$ cat config.mk
export PLATFORM = sky130hd
export DESIGN_NAME = usbfs_rx
export DESIGN_NICKNAME = d
export VERILOG_FILES = /design/src/rtl/usbfs_rx_pkg.sv /design/src/rtl/usbfs_rx_line.sv /design/src/rtl/usbfs_rx_destuff.sv /design/src/rtl/usbfs_rx.sv
export SDC_FILE = /design/constraint.sdc
export NUM_CORES = 1
export LEC_CHECK = 0
export ABC_AREA = 1
export CAP_MARGIN = 20
export CORE_ASPECT_RATIO = 0.75
export CORE_MARGIN = 5
export CORE_UTILIZATION = 25
export CTS_BUF_LIST = sky130_fd_sc_hd__clkbuf_8
export CTS_CLUSTER_SIZE = 8
export DETAILED_ROUTE_END_ITERATION = 6
export DONT_BUFFER_PORTS = 1
export HOLD_SLACK_MARGIN = 0.02
export SLEW_MARGIN = 20
export SYNTH_ARGS = -nofsm -noshare
export SYNTH_HDL_FRONTEND = slang
export SYNTH_HIERARCHICAL = 1
export SYNTH_SLANG_ARGS = --single-unit
$ cat constraint.sdc
create_clock -name clk -period 3.1 [get_ports clk]
set_input_delay 0.155 -clock clk [delete_from_list [all_inputs] [get_ports clk]]
set_output_delay 0.155 -clock clk [all_outputs]
set_load 0.05 [all_outputs]
$ cat src/rtl/usbfs_rx_pkg.sv
package usbfs_rx_pkg;

    // Logical line state, encoded as {J-side line, K-side line}
    typedef enum logic [1:0] {
        LN_SE0 = 2'b00,
        LN_K   = 2'b01,
        LN_J   = 2'b10,
        LN_SE1 = 2'b11
    } line_e;

    typedef enum logic [2:0] {
        ST_WAITJ = 3'd0,
        ST_HUNT  = 3'd1,
        ST_BODY  = 3'd2,
        ST_VIOL  = 3'd3,
        ST_EOP1  = 3'd4,
        ST_EOP2  = 3'd5
    } rx_st_e;

endpackage

$ cat src/rtl/usbfs_rx_line.sv
module usbfs_rx_line
    import usbfs_rx_pkg::*;
#(
    parameter bit LOW_SPEED = 1'b0
) (
    input  logic  dp,
    input  logic  dm,
    output line_e line
);

    // Low-speed idles with the negative line high, so J/K swap sides
    generate
        if (LOW_SPEED) begin : g_ls
            assign line = line_e'({dm, dp});
        end else begin : g_fs
            assign line = line_e'({dp, dm});
        end
    endgenerate

endmodule

$ cat src/rtl/usbfs_rx_destuff.sv
module usbfs_rx_destuff
    import usbfs_rx_pkg::*;
#(
    parameter int STUFF_RUN = 6
) (
    input  logic  clk,
    input  logic  rst_n,
    input  logic  bit_vld,
    input  line_e line,
    input  logic  load,
    output logic  dbit,
    output logic  stuff,
    output logic  viol
);

    localparam int OW = $clog2(STUFF_RUN + 1);
    localparam logic [OW-1:0] RUN_V = OW'(STUFF_RUN);

    typedef struct packed {
        line_e         prev;
        logic [OW-1:0] ones;
    } ds_s;

    ds_s  ds_q, ds_d;
    logic is_data;
    logic at_run;

    assign is_data = (line == LN_J) || (line == LN_K);
    assign dbit    = (line == ds_q.prev);
    assign at_run  = (ds_q.ones == RUN_V);
    assign stuff   = at_run && !dbit;
    assign viol    = at_run && dbit;

    always_comb begin
        ds_d = ds_q;
        if (bit_vld && is_data) begin
            ds_d.prev = line;
            if (load) begin
                // last sync bit is a 1 and opens the run
                ds_d.ones = OW'(1);
            end else if (!dbit) begin
                ds_d.ones = '0;
            end else if (!at_run) begin
                ds_d.ones = ds_q.ones + 1'b1;
            end
        end
    end

    always_ff @(posedge clk) begin
        if (!rst_n) begin
            ds_q <= '{prev: LN_J, ones: '0};
        end else begin
            ds_q <= ds_d;
        end
    end

endmodule

$ cat src/rtl/usbfs_rx.sv
module usbfs_rx
    import usbfs_rx_pkg::*;
#(
    parameter int BYTE_W    = 8,
    parameter int STUFF_RUN = 6,
    parameter bit LOW_SPEED = 1'b0
) (
    input  logic              clk,
    input  logic              rst_n,
    input  logic              bit_vld,
    input  logic              dp,
    input  logic              dm,
    output logic              byte_vld,
    output logic [BYTE_W-1:0] byte_data,
    output logic              byte_sop,
    output logic              pkt_end,
    output logic              pkt_err
);

    localparam int SYNC_LEN = 8;
    localparam int IDX_W    = $clog2(SYNC_LEN);
    localparam int NB_W     = $clog2(BYTE_W);
    localparam logic [IDX_W-1:0] IDX_LAST = IDX_W'(SYNC_LEN - 1);
    localparam logic [NB_W-1:0]  NB_LAST  = NB_W'(BYTE_W - 1);

    typedef struct packed {
        rx_st_e            st;
        logic [IDX_W-1:0]  idx;
        logic [BYTE_W-1:0] sh;
        logic [NB_W-1:0]   nbits;
        logic              first;
        logic              bvld;
        logic [BYTE_W-1:0] bdata;
        logic              sop;
        logic              pend;
        logic              perr;
    } rx_s;

    rx_s   rx_q, rx_d;
    line_e line;
    line_e sync_exp;
    logic  dbit, stuff, viol;
    logic  load;
    logic  fail;

    usbfs_rx_line #(.LOW_SPEED(LOW_SPEED)) u_line (
        .dp   (dp),
        .dm   (dm),
        .line (line)
    );

    usbfs_rx_destuff #(.STUFF_RUN(STUFF_RUN)) u_destuff (
        .clk     (clk),
        .rst_n   (rst_n),
        .bit_vld (bit_vld),
        .line    (line),
        .load    (load),
        .dbit    (dbit),
        .stuff   (stuff),
        .viol    (viol)
    );

    // K on even positions and the last one, J on odd positions
    assign sync_exp = (rx_q.idx == IDX_LAST) ? LN_K :
                      (rx_q.idx[0] ? LN_J : LN_K);

    always_comb begin
        rx_d      = rx_q;
        rx_d.bvld = 1'b0;
        rx_d.sop  = 1'b0;
        rx_d.pend = 1'b0;
        rx_d.perr = 1'b0;
        load      = 1'b0;
        fail      = 1'b0;

        if (bit_vld) begin
            unique case (rx_q.st)
                ST_WAITJ: begin
                    if (line == LN_J) begin
                        rx_d.st  = ST_HUNT;
                        rx_d.idx = '0;
                    end
                end
                ST_HUNT: begin
                    if (line == sync_exp) begin
                        if (rx_q.idx == IDX_LAST) begin
                            rx_d.st    = ST_BODY;
                            rx_d.nbits = '0;
                            rx_d.first = 1'b1;
                            load       = 1'b1;
                        end else begin
                            rx_d.idx = rx_q.idx + 1'b1;
                        end
                    end else if (line == LN_J) begin
                        rx_d.idx = '0;
                    end else begin
                        rx_d.st = ST_WAITJ;
                    end
                end
                ST_BODY: begin
                    if (line == LN_SE0) begin
                        // zero or one pending bit: the lone bit is skew
                        if (rx_q.nbits <= NB_W'(1)) begin
                            rx_d.st = ST_EOP1;
                        end else begin
                            fail = 1'b1;
                        end
                    end else if (line == LN_SE1) begin
                        fail = 1'b1;
                    end else if (viol) begin
                        rx_d.st = ST_VIOL;
                    end else if (!stuff) begin
                        rx_d.sh = {dbit, rx_q.sh[BYTE_W-1:1]};
                        if (rx_q.nbits == NB_LAST) begin
                            rx_d.bvld  = 1'b1;
                            rx_d.bdata = {dbit, rx_q.sh[BYTE_W-1:1]};
                            rx_d.sop   = rx_q.first;
                            rx_d.first = 1'b0;
                            rx_d.nbits = '0;
                        end else begin
                            rx_d.nbits = rx_q.nbits + 1'b1;
                        end
                    end
                end
                ST_VIOL: begin
                    // tolerated only as a skew bit right after a whole byte
                    if (line == LN_SE0 && rx_q.nbits == '0) begin
                        rx_d.st = ST_EOP1;
                    end else begin
                        fail = 1'b1;
                    end
                end
                ST_EOP1: begin
                    if (line == LN_SE0) begin
                        rx_d.st = ST_EOP2;
                    end else begin
                        fail = 1'b1;
                    end
                end
                ST_EOP2: begin
                    if (line == LN_J) begin
                        rx_d.pend = 1'b1;
                        rx_d.st   = ST_HUNT;
                        rx_d.idx  = '0;
                    end else if (line != LN_SE0) begin
                        fail = 1'b1;
                    end
                end
                default: begin
                    rx_d.st = ST_WAITJ;
                end
            endcase

            if (fail) begin
                rx_d.pend = 1'b1;
                rx_d.perr = 1'b1;
                rx_d.st   = ST_WAITJ;
            end
        end
    end

    always_ff @(posedge clk) begin
        if (!rst_n) begin
            rx_q <= '{st: ST_WAITJ, default: '0};
        end else begin
            rx_q <= rx_d;
        end
    end

    assign byte_vld  = rx_q.bvld;
    assign byte_data = rx_q.bdata;
    assign byte_sop  = rx_q.sop;
    assign pkt_end   = rx_q.pend;
    assign pkt_err   = rx_q.perr;

endmodule

== Yosys cells after proc, flatten, opt, wreduce, memory -nomap -nowiden ==
Cells that the tools add are included.

* Output and inout bits: 12
* Input bits: 5
* Register bits after elaboration: 35
* Word-level logic and storage cells: 124

* Magnitude comparators: 1
* Equality and inequality tests: 32
* Bitwise logic cells: 8
* Muxes and demuxes: 45
* Reduce and logical (&&, ||, !) cells: 23
* Add/sub/neg operators: 3

{| class="wikitable"
|+ Operators with widths
! cell !! number
|-
| 2-to-1 mux 14 bit || 4
|-
| 2-to-1 mux 3 bit || 15
|-
| AND reduction 9 bit || 2
|-
| inequality test 4 bit (second input constant) || 4
|-
| equality test 3 bit (second input constant) || 5
|-
| inequality test 3 bit (second input constant) || 5
|-
| case mux 3 bit (5 select lines) || 1
|-
| 2-to-1 mux 1 bit || 14
|-
| inequality test 2 bit (second input constant) || 7
|-
| 2-to-1 mux 6 bit || 2
|-
| 2-to-1 mux 11 bit || 1
|-
| adder 3 x 1 -> 3 bit (second input constant) || 3
|-
| 2-to-1 mux 4 bit || 2
|-
| inverter 1 bit || 8
|-
| case mux 4 bit (2 select lines) || 1
|-
| AND reduction 8 bit || 1
|-
| OR reduction 8 bit || 1
|-
| AND reduction 7 bit || 1
|-
| OR reduction 7 bit || 1
|-
| equality test 3 x 2 -> 1 bit (second input constant) || 2
|-
| zero test 3 bit || 2
|-
| 2-to-1 mux 2 bit || 3
|-
| case mux 3 bit (2 select lines) || 1
|-
| AND reduction 6 bit || 1
|-
| 17 further kinds || 25
|}

== Depth between registers and ports, before layout ==
Gate-level depths: netlist (run 1).

* Depth in word-level cells: 8
* Depth in mapped cells: 14

== By module ==
The synthesis (run 1) kept the hierarchy.

{| class="wikitable"
|+ By module, submodules not included
! module !! cells an instance !! times used !! area each (µm²)
|-
| usbfs_rx || 233 || 1 || 1634.1
|-
| usbfs_rx_destuff || 53 || 1 || 377.9
|-
| usbfs_rx_line || 2 || 1 || 15.0
|}

== Least setup slack after synthesis (run 1) ==
Ideal clock, no wire load.

* Path kind: register to register
* Start point: reg rx_q[24] (netlist name)
* End point: reg u_destuff/ds_q[0] (netlist name)
* Data required time: 2.986 ns
* Cell stages (with the launch flop): 13
* Data arrival time: 1.718 ns
* Clock period less this slack: 1.832 ns
* Slack: 1.268 ns
* Library setup time: 0.114 ns
* Path through: dfxtp_1 > ha_1 > ha_1 > inv_1 > nand4_1 > nand2_1 > nand3_1 > nor2_1 > inv_1 > nand4_4 > nand2_2 > nor2_1 > nor2_2

* Cells in the longest elaborated chain, start to end: 8

{| class="wikitable"
|+ Ends and longest elaborated chain
! what !! RTL line !! RTL
|-
| from (decl) || usbfs_rx.sv:39 || <nowiki>rx_s rx_q, rx_d;</nowiki>
|-
| from (signal assigned) || usbfs_rx.sv:166 || <nowiki>rx_q <= rx_d;</nowiki>
|-
| equality test 3 bit / 2-to-1 mux 2 bit (equally long branches) || usbfs_rx.sv:64, usbfs_rx.sv:86, usbfs_rx.sv:65 ||
|-
| 2-to-1 mux 2 bit || usbfs_rx.sv:64 || <nowiki>assign sync_exp = (rx_q.idx == IDX_LAST) ? LN_K :</nowiki>
|-
| equality test 2 bit || usbfs_rx.sv:85 || <nowiki>if (line == sync_exp) begin</nowiki>
|-
| 2-to-1 mux 1 bit * || usbfs_rx.sv:85 ||
|-
| 2-to-1 mux 1 bit * || usbfs_rx.sv:77 || <nowiki>unique case (rx_q.st)</nowiki>
|-
| 2-to-1 mux 1 bit * || usbfs_rx.sv:76 || <nowiki>if (bit_vld) begin</nowiki>
|-
| net load || usbfs_rx.sv:43 || <nowiki>logic load;</nowiki>
|-
| inequality test 3 bit (no line) || -- ||
|-
| AND reduction 2 bit (no line) || -- ||
|-
| to (signal assigned) || usbfs_rx_destuff.sv:51 || <nowiki>ds_q <= '{prev: LN_J, ones: '0};</nowiki>
|-
| to (signal assigned) || usbfs_rx_destuff.sv:53 || <nowiki>ds_q <= ds_d;</nowiki>
|-
| to (decl) || usbfs_rx_destuff.sv:24 || <nowiki>ds_s ds_q, ds_d;</nowiki>
|}

Mark *: on every way through the listed nets, which the timed path passes. The rest lies on a longest branch.
A chain may end at the register's enable or synchronous reset.

== Final worst setup path (run 1) ==
Ends and elaborated chain as after synthesis.

==> results of run 1 <==
==> stage by stage <==
step / setup slack, ns / cells
after global placement: 1.156 / 380
after floorplan: 1.268 / 288
after CTS: 0.9979 / 390
final: 0.9688 / 390
after global routing: 0.7069 / 390
after detailed placement: 1.036 / 380
==> registers in the layout (all words and copies together), names as in the netlist <==
name,cells
byte_data,8
byte_sop,1
byte_vld,1
pkt_end,1
pkt_err,1
rx_q,17
u_destuff/ds_q,5
==> routing by layer <==
layer / GRT usage [%] / vias up
met4: 2.589 / 0
met3: 2.693 / 9
met2: 12.96 / 31
li1: - / 903
met1: 12.66 / 771
met5: 0 / -
==> critical path, stage by stage, from the launching register on <==
cell and delay, ns:
dfxtp_1 0.40, ha_1 0.17, ha_1 0.21, inv_1 0.07, nand2_1 0.05, nand3_1 0.13
nand2_1 0.14, nand3_1 0.12, nor2_1 0.21, inv_1 0.14, nand4_4 0.14, nand2_2 0.06
nand2_1 0.06, nand2_1 0.06, nor2_2 0.10
==> cell families (layout without fill, tap and decap cells) <==
logic type | count (synthesis) | in the layout | share of synthesized area (%)
flops | 34 | 34 | 33.58
fa+ha+maj | 11 | 11 | 6.790
simple gates | 138 | 138 | 34.88
compound gates | 44 | 44 | 11.05
buf+inv | 61 | 58 | 13.70
==> worst min path at each step <==
| stage | from | endpoint | slack (ns) |
|---|---|---|---|
| floorplan | rst_n | u_destuff/ds_q[0]$_SDFFE_PN0P_ | 0.29 |
| global placement | rst_n | rx_q[29]$_SDFFE_PN0P_ | 0.28 |
| detailed placement | rst_n | rx_q[29]$_SDFFE_PN0P_ | 0.29 |
| CTS | rst_n | byte_vld$_SDFF_PP0_ | 0.05 |
| global route | rst_n | byte_vld$_SDFF_PP0_ | 0.06 |
| finish | rst_n | byte_vld$_SDFF_PP0_ | 0.05 |
==> report_power, final <==
group          internal [mW]  switching, mW  total (mW)
Combinational          0.173          0.336       0.509
Clock                  0.322          0.172       0.495
Sequential             0.485         0.0614       0.546
Total                  0.980          0.569        1.55
==> what timing repair did <==
item | 4_1_cts | 5_1_grt
buffers inserted | 0 | 0
endpoints found under the hold margin | 31 | 0
hold buffers | 2 | 0
==> layout make-up <==
type,count,area (µm²),share of cell area (%)
well taps,105,131.4,5.915
flip-flops and latches,34,680.7,30.65
inverters,48,182.7,8.225
repair buffers,2,20.02,0.9014
clock inverters,3,68.82,3.099
clock buffers,5,68.82,3.099
multi-input cells,193,1069,48.11
==> cell usage in the layout (no fill, tap or decap), types with 2 or more instances in the layout <==
cell / Yosys / final
clkbuf_8: 0 / 5
nor2_2: 5 / 5
nor2_1: 41 / 41
o21ai_1: 3 / 3
ha_1: 11 / 11
nand4_1: 7 / 7
inv_2: 6 / 6
nand2_4: 4 / 4
nand3_1: 23 / 23
nand2_2: 6 / 6
dlygate4sd3_1: 0 / 2
nand2_1: 42 / 42
inv_1: 41 / 41
bufinv_16: 0 / 2
a21oi_1: 19 / 19
dfxtp_1: 34 / 34
o21ai_0: 20 / 20
nand3_2: 3 / 3
==> results.toml, run 1 <==
[critical_path]
ff2ff_setup_slack_ns = 0.97
r2r_end = "u_destuff/ds_q[0]$_SDFFE_PN0P_"
critical_path.endpoint_type = "flop"
cp_max_fo = 5
cp_data_required_time_ns = 3.33
crit_path_end = "u_destuff/ds_q[0]$_SDFFE_PN0P_"
worstSetupStartpoint = "rx_q[24]$_SDFFE_PN0P_"
ff2ff_path_depth = 14
path_class = "flop to flop"
rr_startpoint = "rx_q[24]$_SDFFE_PN0P_"
critPathArrivalTime_ns = 2.36
critPathLaunchType = "flop"

[yosys]
synthArstFlopShare_pct = 0
syn_area_um2 = 2027
ys_seq_area_share_pct = 33.58
syn-num-nets = 304
synth_top_area_cell = "dfxtp_1"
synth_top_area_share_pct = 33.58
synth_cells = 288
synthMostInstantiatedCell = "nand2_1"
synthFlopType = "dfxtp_1"
synth_area_leaders = "dfxtp_1, nand2_1, inv_1"
synth_edf_count = 0
syn_area_per_cell_um2 = 7.038
synth_seq_cells = 34
ys_top_cells_by_count = "nand2_1, inv_1, nor2_1"
synthDistinctLibCells = 29
yosys_warnings = 6

[cells_and_area]
nets = 300
syn2layout_area_growth_pct = 9.568
drive_above_1_share_pct = 13.33
num_antenna_cells = 0
fin_util_pct = 28.17
final_area_um2 = 2221
n_fill_cell = 860

[sta]
drv_slew = 0
finalClockSkew_ns = 0.005666
worstMarginPinSlew_ns = 0.9674
whs_ns = 0.04883
fmax_mhz = 469.2
setup_tns_ns = 0
finalSetupViolCount = 0
fin_crit_ns = 2.131
rsz0062_at_grt = "false"
finalCritPeriodShare_pct = 68.75
hold_viol = 0
max_slew_margin_pct = 35.30

[clock_tree]
cts_tree = "done"
cts_num_sinks = 34
cts_buffers = 5
h-tree-depth = 2
path_clk_slew_ns = 0.08
clk_latency_ns = 0.29
cts-root-buf = "clkbuf_8"
post_cts_resize_count = 0
cts_max_path_buffers = 2

[drt]
drt_iter0_drc = 85
vias = 1714
routedWlPerCell_um = 10.76
met2_wirelength_mm = 1.704
ant_nets = 0
vias_per_cell = 4.395
drc_errors = 0
topRoutingLayerUsed = "met4"
wl_met3_um = 209
wirelength_mm = 4.195
met1Wirelength_mm = 2.222
dr.pass1.iters = 5

[pwr]
power_density_nw_per_um2 = 697.6
ir_drop_mv = 0.1620
leakagePower_nw = 1.013
report.power.total_mw = 1.549

[grt]
grt_pass1_wl_mm = 7.189
track_usage_pct = 8.899
grt_max_degree = 30
grt-ovfl-total = 0
grt_pass1_vias = 1547
antenna_found_initial = 0

[job]
drv_cap = 0

[place]
place_area_um2 = 2063
finalWeightedCongestion = 0.7986
dpl.hpwl_mm = 3.191
port_buffers = 0

[floorplan]
die_area_um2 = 10030
pin_count = 17
num_rows = 28
start_util_pct = 25.71
die_x_um = 114.0
core_area_um2 = 7883
die_height_um = 87.98

[worst_hold_path]
worst_hold_path.num_cells = 2
hp-class = "input pin to flop"

[status]
status = "finished clean"
No activity file was read; power rests on OpenSTA's default activity.
==> run 2: changes to the inputs <==
Clock period 3.1 ns to 2 ns, I/O delays scaled along.
==> run 2 against run 1 <==
First-iteration DRC count up 24%. Cell count up 1.5%. Clock power rose by 8.5%. Highest routed layer unchanged. Critical path depth is 1 lower. Register-to-register slack worse by 0.85 ns. Utilization up 0.52 points. Sequential share of layout area fell by 0.39 points.
==> results.toml, run 2 (synthesis results as in run 1) <==
[status]
status = "finished clean"

[grt]
grt-ovfl-total = 0
grt-busiest-layer = "met2"
grt_pass1_wl_mm = 7.286
grt_pass1_vias = 1628
track_usage_pct = 8.849
groute.layer.met1.usage_pct = 11.51
antenna_found_initial = 0
grtUsageMet3_pct = 3.108
grt_max_degree = 30
use_met2_pct = 14.19

[sta]
setup_tns_ns = 0
finalClockSkew_ns = 0.007954
max_slew_margin_pct = 33.34
worstMarginPinSlew_ns = 0.9967
hold_viol = 0
fmax_mhz = 531.3
drv_slew = 0
fin_crit_ns = 1.882
finalSetupViolCount = 0
finalCritPeriodShare_pct = 94.10

[critical_path]
worst_path_max_delay_cell = "dfxtp_4"
critPathLaunchType = "flop"
path_cells = "ha_1, ha_4, inv_1, nand4_1, nand2_2, nand3_4, nor2_4, inv_2, nand4_4, nand2_2, nand2_1, nand2_1, nor2_2"
critical_path.endpoint_type = "flop"
crit_buf_inv = 2
critPathArrivalTime_ns = 2.11
critPathTopFamily = "simple AND/OR/NAND/NOR gates"
slowest_delay_ns = 0.36
path_class = "flop to flop"
cp_data_required_time_ns = 2.23
cp_max_fo = 5

[clock_tree]
h-tree-depth = 2
cts-root-buf = "clkbuf_8"
path_clk_slew_ns = 0.08
cts_max_path_buffers = 2
cts_buffers = 5
clk_latency_ns = 0.28
cts_tree = "done"
cts_num_sinks = 34

[floorplan]
start_util_pct = 25.71
die_area_um2 = 10030
pin_count = 17
core_area_um2 = 7883
die_x_um = 114.0
num_rows = 28
die_height_um = 87.98

[cells_and_area]
final_common_cell = "nand2_1"
seqCellArea_um2 = 684.4
drive_above_1_share_pct = 17.18
fin_util_pct = 28.70
nets = 306
layout.cells.most_common_list = "nand2_1, inv_1, nor2_1, dfxtp_1, nand3_1"
top_register = "rx_q"
syn2layout_area_growth_pct = 11.60
largest_reg_flops = 17
multi_input_area_um2 = 1104
num_antenna_cells = 0
n_fill_cell = 845

[drt]
vias_per_cell = 4.356
ant_nets = 0
dr.pass1.iters = 4
vias = 1725
drt_iter0_drc = 105
wirelength_mm = 4.237
routedWlPerCell_um = 10.70
drc_errors = 0

[pwr]
ir_drop_mv = 0.2280
leakagePower_nw = 1.019
power_density_nw_per_um2 = 974.2

[place]
finalWeightedCongestion = 0.8360
dpl.hpwl_mm = 3.097
port_buffers = 0

[worst_hold_path]
hp-class = "input pin to flop"

[job]
drv_cap = 0
## run 2: cell count changes in the layout (fill, tap and decap cells not counted), sizes merged
cell      delta
clkinvlp     +1
buf          +6
bufinv       -2
clkbuf       +1
## run 2: per-stage QoR
step	setup WS, ns	cells	hold slack, ns	power [mW]	area (µm²)
global route	-0.02584	396	0.02803	2.383	2262
detailed placement	0.07921	384	0.2290	1.644	2093
finish	0.1180	396	0.02873	2.204	2262
global placement	0.1799	384	0.2282	1.639	2093
floorplan	0.1683	288	0.2347	1.500	2027
CTS	0.02905	394	0.02696	2.202	2208
## run 2: timing repair
action	4_1_cts	5_1_grt
endpoints found under the setup margin	0	6
setup buffers	0	2
gates resized for setup	0	11
hold endpoints to repair	32	0
hold buffers	2	0
## run 2: path summary, 6_finish.rpt
path	startpoint	end	slack, ns	cells past startpoint
hold reg to reg	rx_q[23]$_SDFFE_PN0P_	rx_q[23]$_SDFFE_PN0P_	0.47	2
setup / recovery	rx_q[24]$_SDFFE_PN0P_	u_destuff/ds_q[0]$_SDFFE_PN0P_	0.12	13
hold / removal	rst_n	byte_vld$_SDFF_PP0_	0.03	2
setup reg to reg	rx_q[24]$_SDFFE_PN0P_	u_destuff/ds_q[0]$_SDFFE_PN0P_	0.12	13
## run 2: layout make-up
class,instances,area share (%)
flip-flops and latches,34,30.25
clock buffers,6,3.650
inverters,48,8.075
multi-input cells,193,48.78
repair buffers,8,2.876
clock inverters,2,0.5531
well taps,105,5.808
## run 2: report_power, final
group	leakage [nW]	internal (mW)	total [mW]	switching (mW)
sequential	0.277	0.753	0.847	0.0950
combinational	0.695	0.282	0.820	0.538
clock	0.0472	0.277	0.537	0.260
## run 2: routing by layer
metal  vias to the layer above  wire [µm]
met2                        28       1855
met3                         5        210
met5                         -          0
li1                        914          -
met1                       778       2138
met4                         0         32
==> run 3: changes to the inputs <==
Settings changed: ABC_AREA 1 to default.
==> run 3 against run 2 <==
The flow now finishes with violations (negative hold slack, negative setup slack). Highest routed layer unchanged. Die area decreased by 0.61%. Critical path depth decreased by 6. Sequential cell count is the same. Largest cell class unchanged.
==> results.toml, run 3 <==
[cells_and_area]
syn2layout_area_growth_pct = 30.70
largest_reg_flops = 17
fin_util_pct = 33.38
final_common_cell = "buf_4"
top_register = "rx_q"
drive_above_1_share_pct = 29.96
layout.cells.most_common_list = "buf_4, dfxtp_1, mux2i_1, nand2_1, nor2b_1"
final_cells = 362
num_antenna_cells = 0
nets = 272
final_area_um2 = 2631

[job]
drv_cap = 0

[sta]
fin_ws_ns = -0.02107
setup_tns_ns = -0.02107
max_slew_margin_pct = 64.45
whs_ns = -0.05258
fmax_mhz = 494.8
rsz0062_at_grt = "true"
hold_viol = 24
fin_crit_ns = 2.021
finalCritPeriodShare_pct = 101.1
finalClockSkew_ns = 0.009572
drv_slew = 0
worstMarginPinSlew_ns = 0.5325
finalSetupViolCount = 1

[clock_tree]
cts_tree = "done"
cts_num_sinks = 34
hold_buffers = 9
cts_max_path_buffers = 2
path_clk_slew_ns = 0.07
h-tree-depth = 2
cts-root-buf = "clkbuf_8"
cts_buffers = 5
clk_latency_ns = 0.29

[drt]
dr.pass1.iters = 4
ant_nets = 0
vias = 1619
drt_iter0_drc = 75
wirelength_mm = 4.505
routedWlPerCell_um = 12.44
drc_errors = 0
vias_per_cell = 4.472

[pwr]
ir_drop_mv = 0.2885
leakagePower_nw = 1.090
report.power.total_mw = 1.550
power_density_nw_per_um2 = 589.1

[yosys]
synth_top_area_share_pct = 33.81
ys_top_cells_by_count = "dfxtp_1, mux2i_1, nand2_1"
yosys_warnings = 6
synthMostInstantiatedCell = "dfxtp_1"
synth_area_leaders = "dfxtp_1, mux2i_1, ha_1"
synthArstFlopShare_pct = 0
ys_seq_area_share_pct = 33.81
synthFlopType = "dfxtp_1"
syn-num-nets = 243
synth_edf_count = 0
syn_area_um2 = 2013
synthDistinctLibCells = 48
synth_cells = 227
synth_seq_cells = 34
synth_top_area_cell = "dfxtp_1"
syn_area_per_cell_um2 = 8.869

[floorplan]
num_rows = 28
die_x_um = 113.6
start_util_pct = 25.54
core_area_um2 = 7883
pin_count = 17
die_area_um2 = 9966
die_height_um = 87.72

[place]
place_area_um2 = 2260
pre_cts_ws_ns = -0.07650
dpl.hpwl_mm = 3.061
port_buffers = 0
placedCellCount = 341
finalWeightedCongestion = 0.8265

[status]
violations = "negative hold slack, negative setup slack"
status = "finished with violations"

[critical_path]
path_class = "flop to flop"
cp_data_required_time_ns = 2.21
cp_max_fo = 5
critPathArrivalTime_ns = 2.24
critPathLaunchType = "flop"
critical_path.endpoint_type = "flop"

[worst_hold_path]
hp-class = "input pin to flop"

[grt]
grt_pass1_vias = 1549
track_usage_pct = 9.090
grt_max_degree = 33
grt-ovfl-total = 0
grt_pass1_wl_mm = 7.410
antenna_found_initial = 0
run 3: cell count changes after synthesis, moves of 5 or more:
cell / before / now
o21ai_0: 20 / 7
nor2_1: 41 / 15
nor2_2: 5 / 0
inv_1: 41 / 14
inv_2: 6 / 0
nand2_1: 42 / 21
nand2_2: 6 / 0
a21oi_1: 19 / 9
nand4_1: 7 / 2
nor2b_1: 0 / 18
nor3_1: 0 / 6
mux2i_1: 0 / 21
nand3_1: 23 / 5
run 3: layout make-up:
type / instances / area (µm²)
fill: 801 / 5251
sequential: 34 / 690.7
inverter: 14 / 52.55
multi-input combinational: 161 / 1308
clock inverter: 3 / 45.04
clock buffer: 5 / 68.82
timing repair buffer: 40 / 335.3
tap: 105 / 131.4
run 3: logic make-up after synthesis:
family                   Yosys count  synth area share, %
XOR/XNOR                           4                2.114
buffers and inverters             32                8.514
multiplexers                      21                10.44
AND/OR/NAND/NOR                   88                24.74
adder cells (fa/ha/maj)           11                6.836
AO/OA/AOI/OAI                     37                13.55
flip-flops                        34                33.81
run 3: repair_timing:
action / CTS / global route
gates resized for setup: 13 / 21
gates cloned: 0 / 0
buffers inserted: 1 / 4
setup endpoints to repair: 19 / 19
hold endpoints to repair: 29 / 24
pin swaps: 4 / 14
run 3: per-layer routing:
| layer | GRT usage [%] | part of all wire (%) | wire length, µm | up-vias |
|---|---|---|---|---|
| met2 | 13.36 | 42 | 1902 | 33 |
| met1 | 12.73 | 51 | 2281 | 743 |
| met4 | 2.293 | 0.98 | 44 | 0 |
| met5 | 0 | 0 | 0 | - |
| met3 | 3.108 | 6.1 | 277 | 6 |
| li1 | - | - | - | 837 |
run 3: critical path, cell delays in order, from the launching register on:
cell       delay (ns)
dfxtp_2          0.34
ha_4             0.16
ha_4             0.15
nand2b_4         0.15
a2111oi_4        0.42
a211oi_4         0.08
or4b_1           0.49
a21boi_2         0.16
run 3: final timing paths:
| check | slack [ns] | cells past startpoint | startpoint | end |
|---|---|---|---|---|
| min | -0.05 | 1 | rst_n | rx_q[15]$_SDFFE_PN0P_ |
| min reg2reg | 0.48 | 2 | rx_q[25]$_SDFFE_PN0P_ | rx_q[25]$_SDFFE_PN0P_ |
| max reg2reg | -0.02 | 7 | rx_q[24]$_SDFFE_PN0P_ | rx_q[24]$_SDFFE_PN0P_ |
| max | -0.02 | 7 | rx_q[24]$_SDFFE_PN0P_ | rx_q[24]$_SDFFE_PN0P_ |
run 3: where the power goes:
| group | internal (mW) | leakage [nW] | total [mW] | switching (mW) |
|---|---|---|---|---|
| clock network | 0.371 | 0.0504 | 0.637 | 0.267 |
| logic | 0.112 | 0.762 | 0.221 | 0.108 |
| registers | 0.685 | 0.277 | 0.692 | 0.00704 |
